[src/rtl/nand_seq_pkg.sv]
package nand_seq_pkg;

  typedef enum logic [2:0] {
    OP_READ   = 3'd0,
    OP_PROG   = 3'd1,
    OP_ERASE  = 3'd2,
    OP_ID     = 3'd3,
    OP_STATUS = 3'd4
  } op_e;

  typedef enum logic [1:0] {
    CY_CMD   = 2'd0,
    CY_ADDR  = 2'd1,
    CY_WDATA = 2'd2,
    CY_RDATA = 2'd3
  } cyc_e;

  typedef struct packed {
    logic       go;
    cyc_e       kind;
    logic [7:0] data;
  } busCtl_t;

  localparam logic [7:0] OPC_READ1  = 8'h00;
  localparam logic [7:0] OPC_READ2  = 8'h30;
  localparam logic [7:0] OPC_PROG1  = 8'h80;
  localparam logic [7:0] OPC_PROG2  = 8'h10;
  localparam logic [7:0] OPC_ERASE1 = 8'h60;
  localparam logic [7:0] OPC_ERASE2 = 8'hD0;
  localparam logic [7:0] OPC_ID     = 8'h90;
  localparam logic [7:0] OPC_STAT   = 8'h70;

endpackage

[src/rtl/nand_seq_timer.sv]
module nand_seq_timer
  import nand_seq_pkg::*;
#(
  parameter int TW = 4
) (
  input  logic          clk,
  input  logic          rstN,
  input  busCtl_t       ctl,
  input  logic [TW-1:0] tSetup,
  input  logic [TW-1:0] tLow,
  input  logic [TW-1:0] tHigh,
  input  logic [7:0]    dqIn,
  output logic          idle,
  output logic          cycDone,
  output logic [7:0]    rdByte,
  output logic          cle,
  output logic          ale,
  output logic          weN,
  output logic          reN,
  output logic          dqOe,
  output logic [7:0]    dqOut
);

  typedef enum logic [1:0] {PH_IDLE, PH_SETUP, PH_LOW, PH_HIGH} phase_e;

  phase_e        phase;
  cyc_e          kind;
  logic [7:0]    byteQ;
  logic [TW-1:0] cnt;

  function automatic logic [TW-1:0] span(input logic [TW-1:0] v);
    return (v == '0) ? '0 : v - 1'b1;
  endfunction

  always_ff @(posedge clk or negedge rstN) begin
    if (!rstN) begin
      phase  <= PH_IDLE;
      kind   <= CY_CMD;
      byteQ  <= '0;
      cnt    <= '0;
      rdByte <= '0;
    end else begin
      case (phase)
        PH_IDLE: if (ctl.go) begin
          phase <= PH_SETUP;
          kind  <= ctl.kind;
          byteQ <= ctl.data;
          cnt   <= span(tSetup);
        end
        PH_SETUP: if (cnt == '0) begin
          phase <= PH_LOW;
          cnt   <= span(tLow);
        end else cnt <= cnt - 1'b1;
        PH_LOW: if (cnt == '0) begin
          phase <= PH_HIGH;
          cnt   <= span(tHigh);
          if (kind == CY_RDATA) rdByte <= dqIn;
        end else cnt <= cnt - 1'b1;
        default: if (cnt == '0) phase <= PH_IDLE;
                 else cnt <= cnt - 1'b1;
      endcase
    end
  end

  assign idle    = (phase == PH_IDLE);
  assign cycDone = (phase == PH_HIGH) && (cnt == '0);
  assign cle     = (phase != PH_IDLE) && (kind == CY_CMD);
  assign ale     = (phase != PH_IDLE) && (kind == CY_ADDR);
  assign weN     = !((phase == PH_LOW) && (kind != CY_RDATA));
  assign reN     = !((phase == PH_LOW) && (kind == CY_RDATA));
  assign dqOe    = (phase != PH_IDLE) && (kind != CY_RDATA);
  assign dqOut   = byteQ;

endmodule

[src/rtl/nand_seq_ctrl.sv]
module nand_seq_ctrl
  import nand_seq_pkg::*;
#(
  parameter int COL_W      = 12,
  parameter int ROW_W      = 16,
  parameter int PAGE_BYTES = 2112,
  parameter int GUARD      = 4,
  localparam int LEN_W     = $clog2(PAGE_BYTES + 1),
  localparam int GW        = $clog2(GUARD + 1)
) (
  input  logic             clk,
  input  logic             rstN,
  input  logic             reqValid,
  output logic             reqReady,
  input  logic [2:0]       reqOp,
  input  logic [COL_W-1:0] reqCol,
  input  logic [ROW_W-1:0] reqRow,
  input  logic [LEN_W-1:0] reqLen,
  input  logic             wrValid,
  output logic             wrReady,
  input  logic [7:0]       wrData,
  output logic             rdValid,
  output logic [7:0]       rdData,
  output logic             done,
  output logic             fail,
  output logic [7:0]       statusByte,
  output logic [31:0]      idWord,
  input  logic             dpIdle,
  input  logic             dpDone,
  input  logic [7:0]       dpRdByte,
  input  logic             rbN,
  output busCtl_t          ctl,
  output logic             ceN,
  output logic             wpN
);

  typedef enum logic [3:0] {
    S_IDLE, S_CMD1, S_ADDR, S_WDATA, S_CMD2, S_WAIT, S_RDATA, S_SCMD, S_SRD, S_DONE
  } st_e;

  st_e              state;
  op_e              opQ;
  logic [COL_W-1:0] colQ;
  logic [ROW_W-1:0] rowQ;
  logic [LEN_W-1:0] lenQ, xfer;
  logic [1:0]       aIdx;
  logic [GW-1:0]    waitCnt;
  logic             rbMeta, rbSync;
  logic             busState, lastAddr, lastXfer;
  logic [15:0]      colWide, rowWide;
  logic [1:0]       aSel;
  logic [7:0]       addrByte;

  assign colWide  = 16'(colQ);
  assign rowWide  = 16'(rowQ);
  assign busState = state inside {S_CMD1, S_ADDR, S_WDATA, S_CMD2, S_RDATA, S_SCMD, S_SRD};
  assign lastXfer = (xfer == lenQ - 1'b1);
  assign aSel     = (opQ == OP_ERASE) ? aIdx + 2'd2 : aIdx;

  always_comb begin
    case (opQ)
      OP_ERASE: lastAddr = (aIdx == 2'd1);
      OP_ID:    lastAddr = 1'b1;
      default:  lastAddr = (aIdx == 2'd3);
    endcase
    case (aSel)
      2'd0:    addrByte = colWide[7:0];
      2'd1:    addrByte = colWide[15:8];
      2'd2:    addrByte = rowWide[7:0];
      default: addrByte = rowWide[15:8];
    endcase
    if (opQ == OP_ID) addrByte = 8'h00;
  end

  always_comb begin
    ctl.kind = CY_CMD;
    ctl.data = OPC_STAT;
    case (state)
      S_CMD1: case (opQ)
        OP_READ:  ctl.data = OPC_READ1;
        OP_PROG:  ctl.data = OPC_PROG1;
        OP_ERASE: ctl.data = OPC_ERASE1;
        OP_ID:    ctl.data = OPC_ID;
        default:  ctl.data = OPC_STAT;
      endcase
      S_CMD2: case (opQ)
        OP_READ:  ctl.data = OPC_READ2;
        OP_PROG:  ctl.data = OPC_PROG2;
        default:  ctl.data = OPC_ERASE2;
      endcase
      S_ADDR:  begin ctl.kind = CY_ADDR;  ctl.data = addrByte; end
      S_WDATA: begin ctl.kind = CY_WDATA; ctl.data = wrData;   end
      S_RDATA, S_SRD: begin ctl.kind = CY_RDATA; ctl.data = 8'h00; end
      default: ;
    endcase
    ctl.go = busState && dpIdle && ((state != S_WDATA) || wrValid);
  end

  assign reqReady = (state == S_IDLE);
  assign wrReady  = (state == S_WDATA) && dpIdle;
  assign done     = (state == S_DONE);
  assign ceN      = (state == S_IDLE);
  assign wpN      = (state != S_IDLE) && ((opQ == OP_PROG) || (opQ == OP_ERASE));

  always_ff @(posedge clk or negedge rstN) begin
    if (!rstN) begin
      rbMeta <= 1'b1;
      rbSync <= 1'b1;
    end else begin
      rbMeta <= rbN;
      rbSync <= rbMeta;
    end
  end

  always_ff @(posedge clk or negedge rstN) begin
    if (!rstN) begin
      state      <= S_IDLE;
      opQ        <= OP_STATUS;
      colQ       <= '0;
      rowQ       <= '0;
      lenQ       <= '0;
      xfer       <= '0;
      aIdx       <= '0;
      waitCnt    <= '0;
      rdValid    <= 1'b0;
      rdData     <= '0;
      fail       <= 1'b0;
      statusByte <= '0;
      idWord     <= '0;
    end else begin
      rdValid <= 1'b0;
      case (state)
        S_IDLE: if (reqValid) begin
          state <= S_CMD1;
          opQ   <= op_e'(reqOp);
          colQ  <= reqCol;
          rowQ  <= reqRow;
          lenQ  <= (op_e'(reqOp) == OP_ID) ? LEN_W'(4) : reqLen;
          aIdx  <= '0;
          xfer  <= '0;
          fail  <= 1'b0;
        end
        S_CMD1: if (dpDone) state <= (opQ == OP_STATUS) ? S_SRD : S_ADDR;
        S_ADDR: if (dpDone) begin
          aIdx <= aIdx + 1'b1;
          if (lastAddr) begin
            xfer <= '0;
            case (opQ)
              OP_PROG: state <= S_WDATA;
              OP_ID:   state <= S_RDATA;
              default: state <= S_CMD2;
            endcase
          end
        end
        S_WDATA: if (dpDone) begin
          xfer <= xfer + 1'b1;
          if (lastXfer) state <= S_CMD2;
        end
        S_CMD2: if (dpDone) begin
          state   <= S_WAIT;
          waitCnt <= GW'(GUARD);
        end
        S_WAIT: if (waitCnt != '0) waitCnt <= waitCnt - 1'b1;
                else if (rbSync) begin
                  state <= (opQ == OP_READ) ? S_RDATA : S_SCMD;
                  xfer  <= '0;
                end
        S_RDATA: if (dpDone) begin
          xfer <= xfer + 1'b1;
          if (opQ == OP_READ) begin
            rdValid <= 1'b1;
            rdData  <= dpRdByte;
          end else idWord <= {dpRdByte, idWord[31:8]};
          if (lastXfer) state <= S_DONE;
        end
        S_SCMD: if (dpDone) state <= S_SRD;
        S_SRD: if (dpDone) begin
          statusByte <= dpRdByte;
          fail       <= ((opQ == OP_PROG) || (opQ == OP_ERASE)) && dpRdByte[0];
          state      <= S_DONE;
        end
        default: state <= S_IDLE;
      endcase
    end
  end

  AST_BUSY_STALL: assert property (@(posedge clk) disable iff (!rstN)
    (state == S_WAIT && !rbSync) |=> (state == S_WAIT));

  AST_LEN_RANGE: assert property (@(posedge clk) disable iff (!rstN)
    (reqValid && reqReady && (reqOp == 3'd0 || reqOp == 3'd1))
      |-> (reqLen != '0 && int'(reqLen) <= PAGE_BYTES));

endmodule

[src/rtl/nand_host_seq.sv]
module nand_host_seq
  import nand_seq_pkg::*;
#(
  parameter int TW         = 4,
  parameter int COL_W      = 12,
  parameter int ROW_W      = 16,
  parameter int PAGE_BYTES = 2112,
  parameter int GUARD      = 4,
  localparam int LEN_W     = $clog2(PAGE_BYTES + 1)
) (
  input  logic             clk,
  input  logic             rstN,
  input  logic             cfgWr,
  input  logic [TW-1:0]    cfgSetup,
  input  logic [TW-1:0]    cfgLow,
  input  logic [TW-1:0]    cfgHigh,
  input  logic             reqValid,
  output logic             reqReady,
  input  logic [2:0]       reqOp,
  input  logic [COL_W-1:0] reqCol,
  input  logic [ROW_W-1:0] reqRow,
  input  logic [LEN_W-1:0] reqLen,
  input  logic             wrValid,
  output logic             wrReady,
  input  logic [7:0]       wrData,
  output logic             rdValid,
  output logic [7:0]       rdData,
  output logic             done,
  output logic             fail,
  output logic [7:0]       statusByte,
  output logic [31:0]      idWord,
  output logic             nandCeN,
  output logic             nandCleO,
  output logic             nandAleO,
  output logic             nandWeN,
  output logic             nandReN,
  output logic             nandWpN,
  output logic [7:0]       nandDqOut,
  output logic             nandDqOe,
  input  logic [7:0]       nandDqIn,
  input  logic             nandRbN
);

  logic [TW-1:0] tSetup, tLow, tHigh;
  busCtl_t       ctl;
  logic          dpIdle, dpDone;
  logic [7:0]    dpRdByte;

  always_ff @(posedge clk or negedge rstN) begin
    if (!rstN) begin
      tSetup <= TW'(3);
      tLow   <= TW'(3);
      tHigh  <= TW'(3);
    end else if (cfgWr) begin
      tSetup <= cfgSetup;
      tLow   <= cfgLow;
      tHigh  <= cfgHigh;
    end
  end

  nand_seq_ctrl #(
    .COL_W(COL_W), .ROW_W(ROW_W), .PAGE_BYTES(PAGE_BYTES), .GUARD(GUARD)
  ) uCtrl (
    .clk(clk), .rstN(rstN),
    .reqValid(reqValid), .reqReady(reqReady), .reqOp(reqOp),
    .reqCol(reqCol), .reqRow(reqRow), .reqLen(reqLen),
    .wrValid(wrValid), .wrReady(wrReady), .wrData(wrData),
    .rdValid(rdValid), .rdData(rdData), .done(done), .fail(fail),
    .statusByte(statusByte), .idWord(idWord),
    .dpIdle(dpIdle), .dpDone(dpDone), .dpRdByte(dpRdByte),
    .rbN(nandRbN), .ctl(ctl), .ceN(nandCeN), .wpN(nandWpN)
  );

  nand_seq_timer #(.TW(TW)) uTimer (
    .clk(clk), .rstN(rstN), .ctl(ctl),
    .tSetup(tSetup), .tLow(tLow), .tHigh(tHigh), .dqIn(nandDqIn),
    .idle(dpIdle), .cycDone(dpDone), .rdByte(dpRdByte),
    .cle(nandCleO), .ale(nandAleO), .weN(nandWeN), .reN(nandReN),
    .dqOe(nandDqOe), .dqOut(nandDqOut)
  );

  AST_ONE_LATCH: assert property (@(posedge clk) disable iff (!rstN)
    !(nandCleO && nandAleO));

  AST_STROBE_EXCL: assert property (@(posedge clk) disable iff (!rstN)
    !(!nandWeN && !nandReN));

  AST_CE_ON_STROBE: assert property (@(posedge clk) disable iff (!rstN)
    (!nandWeN || !nandReN) |-> !nandCeN);

  AST_WP_OPEN_MODIFY: assert property (@(posedge clk) disable iff (!rstN)
    (nandCleO && !nandWeN && (nandDqOut == OPC_PROG1 || nandDqOut == OPC_ERASE1))
      |-> nandWpN);

  AST_WP_SHUT_READ: assert property (@(posedge clk) disable iff (!rstN)
    (nandCleO && !nandWeN && (nandDqOut == OPC_READ1 || nandDqOut == OPC_ID))
      |-> !nandWpN);

endmodule

[config.mk]
export PLATFORM = sky130hd
export DESIGN_NAME = nand_host_seq
export DESIGN_NICKNAME = d
export VERILOG_FILES = /design/src/rtl/nand_seq_pkg.sv /design/src/rtl/nand_seq_timer.sv /design/src/rtl/nand_seq_ctrl.sv /design/src/rtl/nand_host_seq.sv
export SDC_FILE = /design/constraint.sdc
export NUM_CORES = 1
export LEC_CHECK = 0
export BUFFER_PORTS_ARGS = -buffer_cell sky130_fd_sc_hd__buf_2
export CELL_PAD_IN_SITES_DETAIL_PLACEMENT = 1
export CELL_PAD_IN_SITES_GLOBAL_PLACEMENT = 1
export CORE_ASPECT_RATIO = 0.5
export CORE_MARGIN = 10
export CORE_UTILIZATION = 30
export CTS_BUF_LIST = sky130_fd_sc_hd__clkbuf_4
export DETAILED_ROUTE_END_ITERATION = 16
export PLACE_DENSITY_LB_ADDON = 0.1
export SLEW_MARGIN = 0
export SYNTH_ARGS = -nofsm -noshare
export SYNTH_HDL_FRONTEND = slang
export SYNTH_SLANG_ARGS = --single-unit
[constraint.sdc]
create_clock -name clk -period 8.9 [get_ports clk]
set_input_delay 1.78 -clock clk [delete_from_list [all_inputs] [get_ports clk]]
set_output_delay 1.78 -clock clk [all_outputs]
set_load 0.005 [all_outputs]
==> results.py <==
metrics = {
    "route": {
        "drt-initial-drc-count": 222,
        "num_vias": 5924,
        "first_pass_iters": 4,
        "drt-total-wl_mm": 22.4,
        "topRoutingLayerUsed": "met4",
        "met3WireLength_um": 690,
        "ant_nets": 0,
        "wl_met2_mm": 10.7,
        "vias_per_cell": 4.86,
        "wl_met1_mm": 10.8,
        "routedWlPerCell_um": 18.4,
        "drc": 0,
    },
    "critical_path": {
        "reg2reg_to": "uCtrl.xfer[11]",
        "cp_data_arrival_time_ns": 2.63,
        "cp-start-kind": "flip-flop",
        "crit_required_ns": 7.12,
        "critical_path_class": "reg2out",
        "worstPathMaxFanout": 27,
        "r2r_cells": 8,
        "reg2reg_slack_ns": 5.66,
        "cp-end-kind": "primary output",
        "timing.rr.start": "uCtrl.state[0]",
    },
    "floorplan": {
        "die_h_um": 133,
        "coreArea_um2": 25100,
        "die_x_um": 246,
        "pin_count": 145,
        "die_area_um2": 32700,
        "core.rowCount": 41,
        "start_util": 0.304,
    },
    "timing": {
        "hold_violations": 0,
        "fmax_mhz": 227,
        "tns_ns": 0,
        "period_needed_ns": 4.41,
        "finClkSkew_ns": 0.0190,
        "setup_viol": 0,
        "hold_ws_ns": 0.366,
        "tightest_slew_ns": 1.09,
        "final_max_slew_viol_count": 0,
        "rsz0062_at_grt": "no",
        "post-route-period-util": 0.495,
        "slew-limit-headroom": 0.266,
    },
    "power": {
        "pwr-share-comb": 0.417,
        "clockPowerShare": 0.159,
        "p_leak_nw": 4.30,
        "totalPowerFinal_mw": 2.55,
        "switching_share": 0.427,
        "sequentialPowerShare": 0.425,
        "vdd_drop_max_mv": 0.114,
        "net-switching-power_mw": 1.09,
        "powerDensity_nw_per_um2": 285,
        "intPower_mw": 1.46,
    },
    "hold_path": {
        "hold_path_class": "reg2reg",
        "hold_end": "uCtrl.rbSync",
        "hold_depth": 0,
        "hp-start": "uCtrl.rbMeta",
    },
    "clock_tree": {
        "cts.sinks": 152,
        "cts.clk_slew.worst_paths_ns": 0.13,
        "clkLatencyLatePin_ns": 0.61,
        "cts_resized": 0,
        "cts-root-buf": "clkbuf_4",
        "htreeDepth": 4,
        "cts_setup_buffers": 0,
        "ctsHoldBuffers": 0,
        "clk_path_buf_depth": 2,
        "cts_tree": "done",
        "numCtsBuffers": 17,
    },
    "grt": {
        "grt_max_degree": 78,
        "grt_overflow": 0,
        "grt_pass1_vias": 6338,
        "grt_pass1_wl_mm": 36.0,
        "grt_usage": 0.139,
        "antenna_found_initial": 1,
    },
    "synth": {
        "synth_edf_count": 0,
        "seq_area_frac_synth": 0.499,
        "yosys_register_bits": 152,
        "synth_ff_type": "dfrtp_1",
        "ys_warn_count": 0,
        "async_flop_share": 1.00,
        "yosysTopAreaCell": "dfrtp_1",
        "synth_area_um2": 7650,
        "syn_avg_cell_area_um2": 10.5,
        "syn-instance-count": 729,
        "synth_fp_nets": 822,
        "synth_most_common_cell": "dfrtp_1",
        "synth_cell_types": 67,
        "ys_top_cells_by_count": "dfrtp_1 (143), nand2_1 (97), mux2_2 (87)",
        "yosys-top-cells-area": "dfrtp_1 (47%), mux2_2 (13%), nand2_1 (4.8%)",
        "yosysTopAreaCellShare": 0.468,
    },
    "finish": {
        "fin_nets": 953,
        "layout-drive-gt1-share": 0.331,
        "syn_to_final_growth_pct": 17.0,
    },
    "flow_run": {
        "maxCapViolCount": 0,
    },
    "placement": {
        "routabilityCongestion": 0.777,
        "dp_hpwl_mm": 16.7,
        "io_buffers": 144,
    },
    "outcome": {
        "outcome": "finished clean",
    },
}
-- sequential cells by signal, indices dropped and copies added, names as in the netlist, 8 cells and up --
name,count
uTimer.dqOut,8
uCtrl.rowQ,16
uCtrl.rdData,8
uCtrl.lenQ,12
uCtrl.idWord,32
uTimer.rdByte,8
uCtrl.xfer,12
uCtrl.colQ,12
uCtrl.statusByte,8
-- power groups by stage --
| stage | Combinational [mW] | Sequential [mW] | Clock [mW] |
|---|---|---|---|
| finish | 1.06 | 1.08 | 0.404 |
| global route | 1.19 | 1.12 | 0.457 |
| CTS | 1.08 | 1.08 | 0.424 |
| detailed placement | 1.07 | 1.10 | 0 |
| global placement | 1.05 | 1.09 | 0 |
| floorplan | 0.848 | 0.974 | 0 |
-- area by class of cell --
| class | count | area (um^2) |
|---|---|---|
| antenna | 1 | 2.50 |
| clock buffer | 17 | 128 |
| clock inverter | 15 | 118 |
| fill | 2881 | 16200 |
| inverter | 25 | 93.8 |
| multi-input combinational | 515 | 3600 |
| sequential | 152 | 3810 |
| tap | 344 | 430 |
| timing repair buffer | 149 | 764 |
-- per-layer routing --
layer / vias up / track usage
li1: 2861 / -
met1: 2977 / 0.180
met2: 71 / 0.227
met3: 15 / 0.0348
met4: 0 / 0.0382
met5: - / 0
-- worst max-delay path: stages (launching register included) --
cell	delay (ns)
dfrtp_1	0.71
nor4_1	1.04
nor3_1	0.10
buf_2	0.17
-- worst max path at each step --
stage	end	slack, ns	start
detailed placement	nandWpN	5.15	uCtrl.state[0]
CTS	nandWpN	4.44	uCtrl.state[0]
global placement	nandCeN	5.19	uCtrl.state[0]
finish	nandWpN	4.49	uCtrl.state[0]
global route	wrReady	4.26	uCtrl.state[0]
floorplan	wrReady	5.58	uCtrl.state[0]
-- metrics by stage --
| stage | std cells | worst slack, ns | utilization | instance area [um^2] |
|---|---|---|---|---|
| 2_1_floorplan | 729 | 5.58 | - | 7650 |
| 3_3_place_gp | 1185 | 5.19 | 0.346 | 8710 |
| 3_5_place_dp | 1185 | 5.15 | 0.346 | 8710 |
| 4_1_cts | 1217 | 4.44 | 0.356 | 8950 |
| 5_1_grt | 1218 | 4.26 | 0.356 | 8950 |
| 6_report | 1218 | 4.49 | 0.356 | 8950 |
-- placed cells by master, fill, tap and decap left out, drive strengths merged, types with 5 or more instances in the layout --
| master | count |
|---|---|
| xnor2 | 22 |
| clkinv | 9 |
| nand4 | 5 |
| or4 | 6 |
| nand3 | 11 |
| ha | 16 |
| o22ai | 10 |
| dfstp | 9 |
| nor2 | 45 |
| dfrtp | 143 |
| clkbuf | 17 |
| nand2b | 12 |
| nor3 | 18 |
| nor2b | 5 |
| a31oi | 6 |
| mux2i | 9 |
| o31ai | 5 |
| nand2 | 97 |
| nor4 | 8 |
| inv | 30 |
| buf | 149 |
| mux2 | 88 |
| a21oi | 26 |
| o21ai | 47 |
-- cells by family after synthesis --
family,count (synthesis),share of synthesized area
and+or+nand+nor,230,0.142
DFF,152,0.499
AOI/OAI and AO/OA,142,0.120
muxes,101,0.153
buffers and inverters,62,0.0309
xor gates and xnor gates,26,0.0298
adders and majority gates,16,0.0262
(Power assumes the default switching activity.)
